**src/rtl/bst_pkg.sv**
```systemverilog
package bst_pkg;

    localparam int CHAR_W      = 8;
    localparam int FMT_DEPTH   = 32;
    localparam int FLAG_N      = 8;
    localparam int FLAG_MAP_N  = 2 * FLAG_N;
    localparam int WORD_W      = 32;
    localparam int NIB_N       = WORD_W / 4;
    localparam int SEL_W       = $clog2(NIB_N);

    // Stored bus cycle status, io_m is the most significant bit of the code
    typedef struct packed {
        logic io_m;
        logic s1;
        logic s0;
    } cyc_stat_t;

    typedef enum logic [1:0] {
        FS_WAIT = 2'd0,
        FS_SEND = 2'd1,
        FS_DONE = 2'd2
    } fmt_state_e;

    typedef enum logic [1:0] {
        ENT_LIT  = 2'd0,
        ENT_NIB  = 2'd1,
        ENT_FLAG = 2'd2,
        ENT_BAD  = 2'd3
    } ent_kind_e;

    function automatic ent_kind_e classify(input logic [CHAR_W-1:0] e);
        if (!e[7])                  return ENT_LIT;
        else if (e[7:3] == 5'b10000) return ENT_NIB;
        else if (e[7:3] == 5'b11000) return ENT_FLAG;
        else                        return ENT_BAD;
    endfunction

    function automatic logic [CHAR_W-1:0] hex_char(input logic [3:0] n);
        if (n < 4'd10) return 8'h30 + {4'h0, n};
        else           return 8'h37 + {4'h0, n};
    endfunction

    // Default line: "A:" a3 a2 a1 a0 " D:" d1 d0 " " f0..f7 CR LF end
    function automatic logic [FMT_DEPTH*CHAR_W-1:0] default_fmt();
        logic [FMT_DEPTH*CHAR_W-1:0] r;
        r = '0;
        r[0*8  +: 8] = 8'h41;
        r[1*8  +: 8] = 8'h3A;
        r[2*8  +: 8] = 8'h83;
        r[3*8  +: 8] = 8'h82;
        r[4*8  +: 8] = 8'h81;
        r[5*8  +: 8] = 8'h80;
        r[6*8  +: 8] = 8'h20;
        r[7*8  +: 8] = 8'h44;
        r[8*8  +: 8] = 8'h3A;
        r[9*8  +: 8] = 8'h85;
        r[10*8 +: 8] = 8'h84;
        r[11*8 +: 8] = 8'h20;
        for (int i = 0; i < FLAG_N; i++) begin
            r[(12+i)*8 +: 8] = 8'hC0 + 8'(i);
        end
        r[20*8 +: 8] = 8'h0D;
        r[21*8 +: 8] = 8'h0A;
        r[22*8 +: 8] = 8'h00;
        r[31*8 +: 8] = 8'h2E;
        return r;
    endfunction

    // Flag map index = value*8 + flag number
    function automatic logic [FLAG_MAP_N*CHAR_W-1:0] default_flag_map();
        logic [FLAG_MAP_N*CHAR_W-1:0] m;
        for (int i = 0; i < FLAG_MAP_N; i++) begin
            m[i*8 +: 8] = 8'h20;
        end
        m[0*8  +: 8] = 8'h4D;
        m[1*8  +: 8] = 8'h2E;
        m[2*8  +: 8] = 8'h2E;
        m[3*8  +: 8] = 8'h4B;
        m[8*8  +: 8] = 8'h49;
        m[9*8  +: 8] = 8'h58;
        m[10*8 +: 8] = 8'h59;
        m[11*8 +: 8] = 8'h2D;
        return m;
    endfunction

endpackage

```
**src/rtl/bst_capture.sv**
```systemverilog
module bst_capture
    import bst_pkg::*;
(
    input  logic            clk,
    input  logic            rst,
    input  logic            ale,
    input  logic            cpu_clk,
    input  logic [7:0]      bus_ad,
    input  cyc_stat_t       stat_in,
    output logic [7:0]      addr_lo,
    output cyc_stat_t       stat_q,
    output logic            ale_fall,
    output logic            cclk_fall
);

    logic ale_q;
    logic cclk_q;

    assign ale_fall  = ale_q  & ~ale;
    assign cclk_fall = cclk_q & ~cpu_clk;

    always_ff @(posedge clk) begin
        if (rst) begin
            ale_q  <= 1'b0;
            cclk_q <= 1'b0;
        end else begin
            ale_q  <= ale;
            cclk_q <= cpu_clk;
        end
    end

    // Low address and status are valid on the trailing edge of the strobe
    always_ff @(posedge clk) begin
        if (rst) begin
            addr_lo <= '0;
            stat_q  <= '0;
        end else if (ale_fall) begin
            addr_lo <= bus_ad;
            stat_q  <= stat_in;
        end
    end

endmodule

```
**src/rtl/bst_stop_ctrl.sv**
```systemverilog
module bst_stop_ctrl
    import bst_pkg::*;
#(
    parameter int CODE_N = 8
) (
    input  logic              clk,
    input  logic              rst,
    input  logic              ale_fall,
    input  logic              cclk_fall,
    input  cyc_stat_t         stat_q,
    input  logic [CODE_N-1:0] stop_mask,
    input  logic              fmt_done,
    input  logic              cont,
    output logic              ready
);

    logic armed;
    logic hit;

    assign hit = stop_mask[stat_q];

    always_ff @(posedge clk) begin
        if (rst) begin
            ready <= 1'b1;
            armed <= 1'b0;
        end else begin
            if (!ready) begin
                if (fmt_done && cont) begin
                    ready <= 1'b1;
                end
            end else if (cclk_fall && armed && hit) begin
                ready <= 1'b0;
                armed <= 1'b0;
            end
            // A fresh capture re-arms, even in the cycle of a stop
            if (ale_fall) begin
                armed <= 1'b1;
            end
        end
    end

endmodule

```
**src/rtl/bst_char_decode.sv**
```systemverilog
module bst_char_decode
    import bst_pkg::*;
#(
    parameter logic [FLAG_MAP_N*CHAR_W-1:0] FLAG_MAP = default_flag_map()
) (
    input  logic [CHAR_W-1:0] entry,
    input  logic [WORD_W-1:0] data_word,
    input  logic [FLAG_N-1:0] flags,
    output logic [CHAR_W-1:0] ch
);

    logic [SEL_W-1:0]       sel;
    logic [3:0]             nib;
    logic                   fval;
    logic [SEL_W:0]         map_idx;
    logic [NIB_N*4-1:0]     word_v;

    assign sel    = entry[SEL_W-1:0];
    assign word_v = data_word;
    assign nib    = word_v[{sel, 2'b00} +: 4];
    assign fval   = flags[sel];
    assign map_idx = {fval, sel};

    always_comb begin
        unique case (classify(entry))
            ENT_LIT:  ch = entry;
            ENT_NIB:  ch = hex_char(nib);
            ENT_FLAG: ch = FLAG_MAP[{map_idx, 3'b000} +: CHAR_W];
            default:  ch = 8'h3F;
        endcase
    end

endmodule

```
**src/rtl/bst_fmt.sv**
```systemverilog
module bst_fmt
    import bst_pkg::*;
#(
    parameter int                            DEPTH    = FMT_DEPTH,
    parameter logic [DEPTH*CHAR_W-1:0]       FMT      = default_fmt(),
    parameter logic [FLAG_MAP_N*CHAR_W-1:0]  FLAG_MAP = default_flag_map()
) (
    input  logic              clk,
    input  logic              hold,
    input  logic [WORD_W-1:0] data_word,
    input  logic [FLAG_N-1:0] flags,
    input  logic              tx_ready,
    output logic [CHAR_W-1:0] tx_char,
    output logic              tx_send,
    output logic              done
);

    localparam int IDX_W = $clog2(DEPTH);
    localparam logic [IDX_W-1:0] LAST = IDX_W'(DEPTH - 1);

    fmt_state_e       state;
    logic [IDX_W-1:0] idx;
    logic [CHAR_W-1:0] entry;
    logic [CHAR_W-1:0] dec_ch;
    logic [CHAR_W-1:0] char_q;

    assign entry = FMT[{idx, 3'b000} +: CHAR_W];

    bst_char_decode #(
        .FLAG_MAP (FLAG_MAP)
    ) u_dec (
        .entry     (entry),
        .data_word (data_word),
        .flags     (flags),
        .ch        (dec_ch)
    );

    // Held idle while the CPU runs, so each stop begins at entry 0
    always_ff @(posedge clk) begin
        if (hold) begin
            state  <= FS_WAIT;
            idx    <= '0;
            char_q <= '0;
        end else begin
            unique case (state)
                FS_WAIT: begin
                    if (entry == '0) begin
                        state <= FS_DONE;
                    end else if (tx_ready) begin
                        char_q <= dec_ch;
                        state  <= FS_SEND;
                    end
                end
                FS_SEND: begin
                    idx <= idx + 1'b1;
                    if (idx == LAST) state <= FS_DONE;
                    else             state <= FS_WAIT;
                end
                FS_DONE: state <= FS_DONE;
                default: state <= FS_WAIT;
            endcase
        end
    end

    assign tx_send = (state == FS_SEND);
    assign done    = (state == FS_DONE);
    assign tx_char = char_q;

endmodule

```
**src/rtl/bus_stop_tracer.sv**
```systemverilog
module bus_stop_tracer
    import bst_pkg::*;
#(
    parameter int                                 DEPTH    = FMT_DEPTH,
    parameter logic [DEPTH*CHAR_W-1:0]            FMT      = default_fmt(),
    parameter logic [FLAG_MAP_N*CHAR_W-1:0]       FLAG_MAP = default_flag_map()
) (
    input  logic       clk,
    input  logic       rst,
    input  logic       ale,
    input  logic       cpu_clk,
    input  logic [7:0] bus_ad,
    input  logic [7:0] addr_hi,
    input  logic       io_m,
    input  logic       s1,
    input  logic       s0,
    input  logic       inta_n,
    input  logic [7:0] stop_mask,
    input  logic       cont,
    input  logic       tx_ready,
    output logic       ready,
    output logic [7:0] tx_char,
    output logic       tx_send,
    output logic       trace_done
);

    cyc_stat_t         stat_in;
    cyc_stat_t         stat_q;
    logic [7:0]        addr_lo;
    logic              ale_fall;
    logic              cclk_fall;
    logic [WORD_W-1:0] data_word;
    logic [FLAG_N-1:0] flags;

    assign stat_in = '{io_m: io_m, s1: s1, s0: s0};

    bst_capture u_cap (
        .clk       (clk),
        .rst       (rst),
        .ale       (ale),
        .cpu_clk   (cpu_clk),
        .bus_ad    (bus_ad),
        .stat_in   (stat_in),
        .addr_lo   (addr_lo),
        .stat_q    (stat_q),
        .ale_fall  (ale_fall),
        .cclk_fall (cclk_fall)
    );

    bst_stop_ctrl #(
        .CODE_N (8)
    ) u_stop (
        .clk       (clk),
        .rst       (rst),
        .ale_fall  (ale_fall),
        .cclk_fall (cclk_fall),
        .stat_q    (stat_q),
        .stop_mask (stop_mask),
        .fmt_done  (trace_done),
        .cont      (cont),
        .ready     (ready)
    );

    // Frozen bus carries data on bus_ad; upper byte of the word is unused
    assign data_word = {8'h00, bus_ad, addr_hi, addr_lo};
    assign flags     = {4'b0000, inta_n, stat_q.s0, stat_q.s1, stat_q.io_m};

    bst_fmt #(
        .DEPTH    (DEPTH),
        .FMT      (FMT),
        .FLAG_MAP (FLAG_MAP)
    ) u_fmt (
        .clk       (clk),
        .hold      (rst | ready),
        .data_word (data_word),
        .flags     (flags),
        .tx_ready  (tx_ready),
        .tx_char   (tx_char),
        .tx_send   (tx_send),
        .done      (trace_done)
    );

endmodule

```
**config.mk**
```make
export PLATFORM = sky130hd
export DESIGN_NAME = bus_stop_tracer
export DESIGN_NICKNAME = d
export VERILOG_FILES = /design/src/rtl/bst_pkg.sv /design/src/rtl/bst_capture.sv /design/src/rtl/bst_stop_ctrl.sv /design/src/rtl/bst_char_decode.sv /design/src/rtl/bst_fmt.sv /design/src/rtl/bus_stop_tracer.sv
export SDC_FILE = /design/constraint.sdc
export NUM_CORES = 1
export LEC_CHECK = 0
export BUFFER_PORTS_ARGS = -buffer_cell sky130_fd_sc_hd__buf_4
export CORE_MARGIN = 5
export CORE_UTILIZATION = 55
export CTS_CLUSTER_DIAMETER = 60
export DETAILED_ROUTE_END_ITERATION = 7
export PLACE_DENSITY = 0.78
export SYNTH_ARGS = -nofsm -noshare
export SYNTH_HDL_FRONTEND = slang
export SYNTH_SLANG_ARGS = --single-unit
```
**constraint.sdc**
```tcl
create_clock -name clk -period 3.8 [get_ports clk]
set_input_delay 0 -clock clk [delete_from_list [all_inputs] [get_ports clk]]
set_output_delay 0 -clock clk [all_outputs]
set_load 0.01 [all_outputs]
```
==> reports/metrics.cfg <==
[worst_setup_path]
critPathBufInv = 2
start_kind = register
crit_path_end_kind = register
worst-path-max-fanout = 12
crit_top_cell = buf_4
r2r_slack_ns = 0.46
reg2reg_depth = 12
r2r_end = u_fmt.tx_char[4]
arrival_ns = 3.51
worstPathRequired_ns = 3.97
path_class = reg2reg
reg2reg_from = u_fmt.idx[2]
path_cells = buf_4 -> mux2i_1 -> nor3_1 -> nor2_2 -> buf_4 -> ha_1 -> nor2b_1 -> a41oi_2 -> o21ai_1 -> a311oi_2 -> nand2_1 -> o21a_1
slowest_stage = dfxtp_1
max_stage_delay_ns = 0.56
critPathTopFamily = compound AO/OA/AOI/OAI gates

[global_route]
grt_pass1_vias = 1902
gr-usage-all-layers_pct = 21.0
grt-ovfl-total = 0
antenna_found_initial = 0
grt_pass1_wl_um = 8780
grt_max_degree = 18

[synthesis]
synth_cell_types = 57
async_flop_share_pct = 0
ys.flop_type = dfxtp_1
ys_seq_area_share_pct = 27.6
ys_warn_count = 0
netlist_area_um2 = 2170
synth_nets = 303
synth_seq_cells = 30
yosysTopAreaCell = dfxtp_1
synth_edf_count = 0
ys_top_cells_by_area = dfxtp_1, ha_1, mux2i_1
synth_top_area_share_pct = 27.6
postSynthCellCount = 256
syn-mean-instance-area_um2 = 8.49

[detailed_routing]
remaining_drc_errors = 0
detail_route.vias_per_cell = 5.69
routed_wl_um = 5320
ant_nets = 0
vias = 2042
wl_per_cell_um = 14.8
dr.pass1.iters = 4
drt-initial-drc-count = 157

[cts]
clk_latency_ns = 0.28
cts_buffer_depth = 2
post-cts-setup-buffer-count = 0
cts.htree.levels = 2
clk_pin_slew_ns = 0.07
clock_sinks = 30
cts_tree = yes
root_buffer = clkbuf_8
numCtsBuffers = 5

[sta]
rsz0062_at_grt = false
hold_viol = 0
whs_ns = 0.0238
clock_skew_ns = 0.00945
drv_slew = 0
fin_crit_sh_pct = 88.0
max_clock_freq_mhz = 299
tns_ns = 0
tightest_slew_ns = 0.809
slew_headroom_pct = 45.9
setup-violations-final = 0
period_minus_slack_ns = 3.34

[finish]
final_layout_size_suffix_gt1_share_pct = 23.5
final_nets = 358
syn2layout_area_growth_pct = 25.4
diodes = 0

[placement]
port_buffers = 44
hpwl_um = 3860
place_congestion = 0.902

[floorplanning]
die_y_um = 72.9
core-area_um2 = 3740
die_w_um = 72.9
fp-row-count = 22
die_area_um2 = 5310
io_pins = 45
start_util_pct = 58.1

[run]
maxCapViolations = 0

[outcome]
status = complete, no violations

[pwr]
p_leak_nw = 1.06
ir_drop_mv = 0.313
cellPowerDensity_nw_per_um2 = 235

[min_path]
hold_end = u_cap.addr_lo[7]
hold_start = rst
min_path_cells = 2
hp-class = in2reg

-- area by class of cell --
type,instances,area (µm²)
clock buffer,5,68.8
clock inverter,2,10.0
fill,316,1020
inverter,9,33.8
multi-input combinational,203,1450
sequential,30,601
tap,48,60.1
timing repair buffer,62,500
-- power breakdown --
group / switching, W / leakage (nW) / internal, W
sequential: 0.00000331 / 0.243 / 0.000320
combinational: 0.0000297 / 0.775 / 0.0000480
clock: 0.000118 / 0.0438 / 0.000123
-- cell families after synthesis --
logic type,after synthesis,share of synthesized area (%)
DFF,30,27.6
buffers and inverters,23,5.53
AOI/OAI and AO/OA,73,23.8
adders and majority gates,13,7.48
muxes,21,12.8
and+or+nand+nor,93,21.5
xor gates and xnor gates,3,1.21
-- routing by layer --
layer,track usage [%],wire (µm)
met1,28.2,2510
met2,33.8,2460
met3,4.96,273
met4,5.53,76
met5,0,0
-- state kept, by name, indices dropped and copies added, names as in the netlist --
signal	flops
u_stop.armed	1
u_cap.addr_lo	8
u_fmt.idx	5
u_fmt.state	2
u_cap.stat_q	3
u_cap.ale_q	1
u_stop.ready	1
u_fmt.tx_char	8
u_cap.cclk_q	1
-- cells in the final DEF (no fill, tap or decap), types with 3 or more instances in the layout --
master,count
buf_4,48
nand2_1,32
dfxtp_1,30
a21oi_1,24
nor2_1,22
mux2i_1,14
o21ai_0,14
dlygate4sd3_1,14
ha_1,13
inv_1,9
nor2b_1,6
nand2b_1,6
clkbuf_8,5
o21bai_1,4
mux4_2,4
nor3b_1,4
nand3_1,3
o21a_1,3
o211ai_1,3
-- synth_stat cells, types with 3 or more instances --
cell type	number
a21oi_1	24
buf_2	3
buf_6	3
clkbuf_1	6
dfxtp_1	30
ha_1	13
inv_1	9
mux2i_1	14
mux4_2	4
nand2_1	32
nand2b_1	6
nand3_1	3
nor2_1	22
nor2b_1	6
nor3b_1	4
o211ai_1	3
o21a_1	3
o21ai_0	14
o21bai_1	4
-- metrics by stage --
stage	cells	cell area, µm²	utilization, %	worst slack (ns)	power, W
global placement	338	2510	67.0	0.602	0.000395
finish	359	2730	72.8	0.456	0.000642
global route	359	2730	72.8	0.147	0.000672
CTS	359	2730	72.8	0.478	0.000648
floorplan	256	2170	-	0.772	0.000360
detailed placement	338	2510	67.0	0.524	0.000395
-- worst max-delay path by stage --
stage          depth (start not counted)          from          endpoint  slack (ns)
3_3_place_gp                          12  u_fmt.idx[2]  u_fmt.tx_char[4]        0.60
2_1_floorplan                         13  u_fmt.idx[1]  u_fmt.tx_char[2]        0.77
4_1_cts                               12  u_fmt.idx[2]  u_fmt.tx_char[4]        0.48
3_5_place_dp                          12  u_fmt.idx[0]  u_fmt.tx_char[2]        0.52
6_report                              12  u_fmt.idx[2]  u_fmt.tx_char[4]        0.46
5_1_grt                               12  u_fmt.idx[2]  u_fmt.tx_char[4]        0.15
-- timing repair --
item                                   in CTS  in global routing
resized for setup                           0                  0
hold buffers                               14                  0
endpoints found under the hold margin      14                  0
Power figures use the tool's default switching activity.
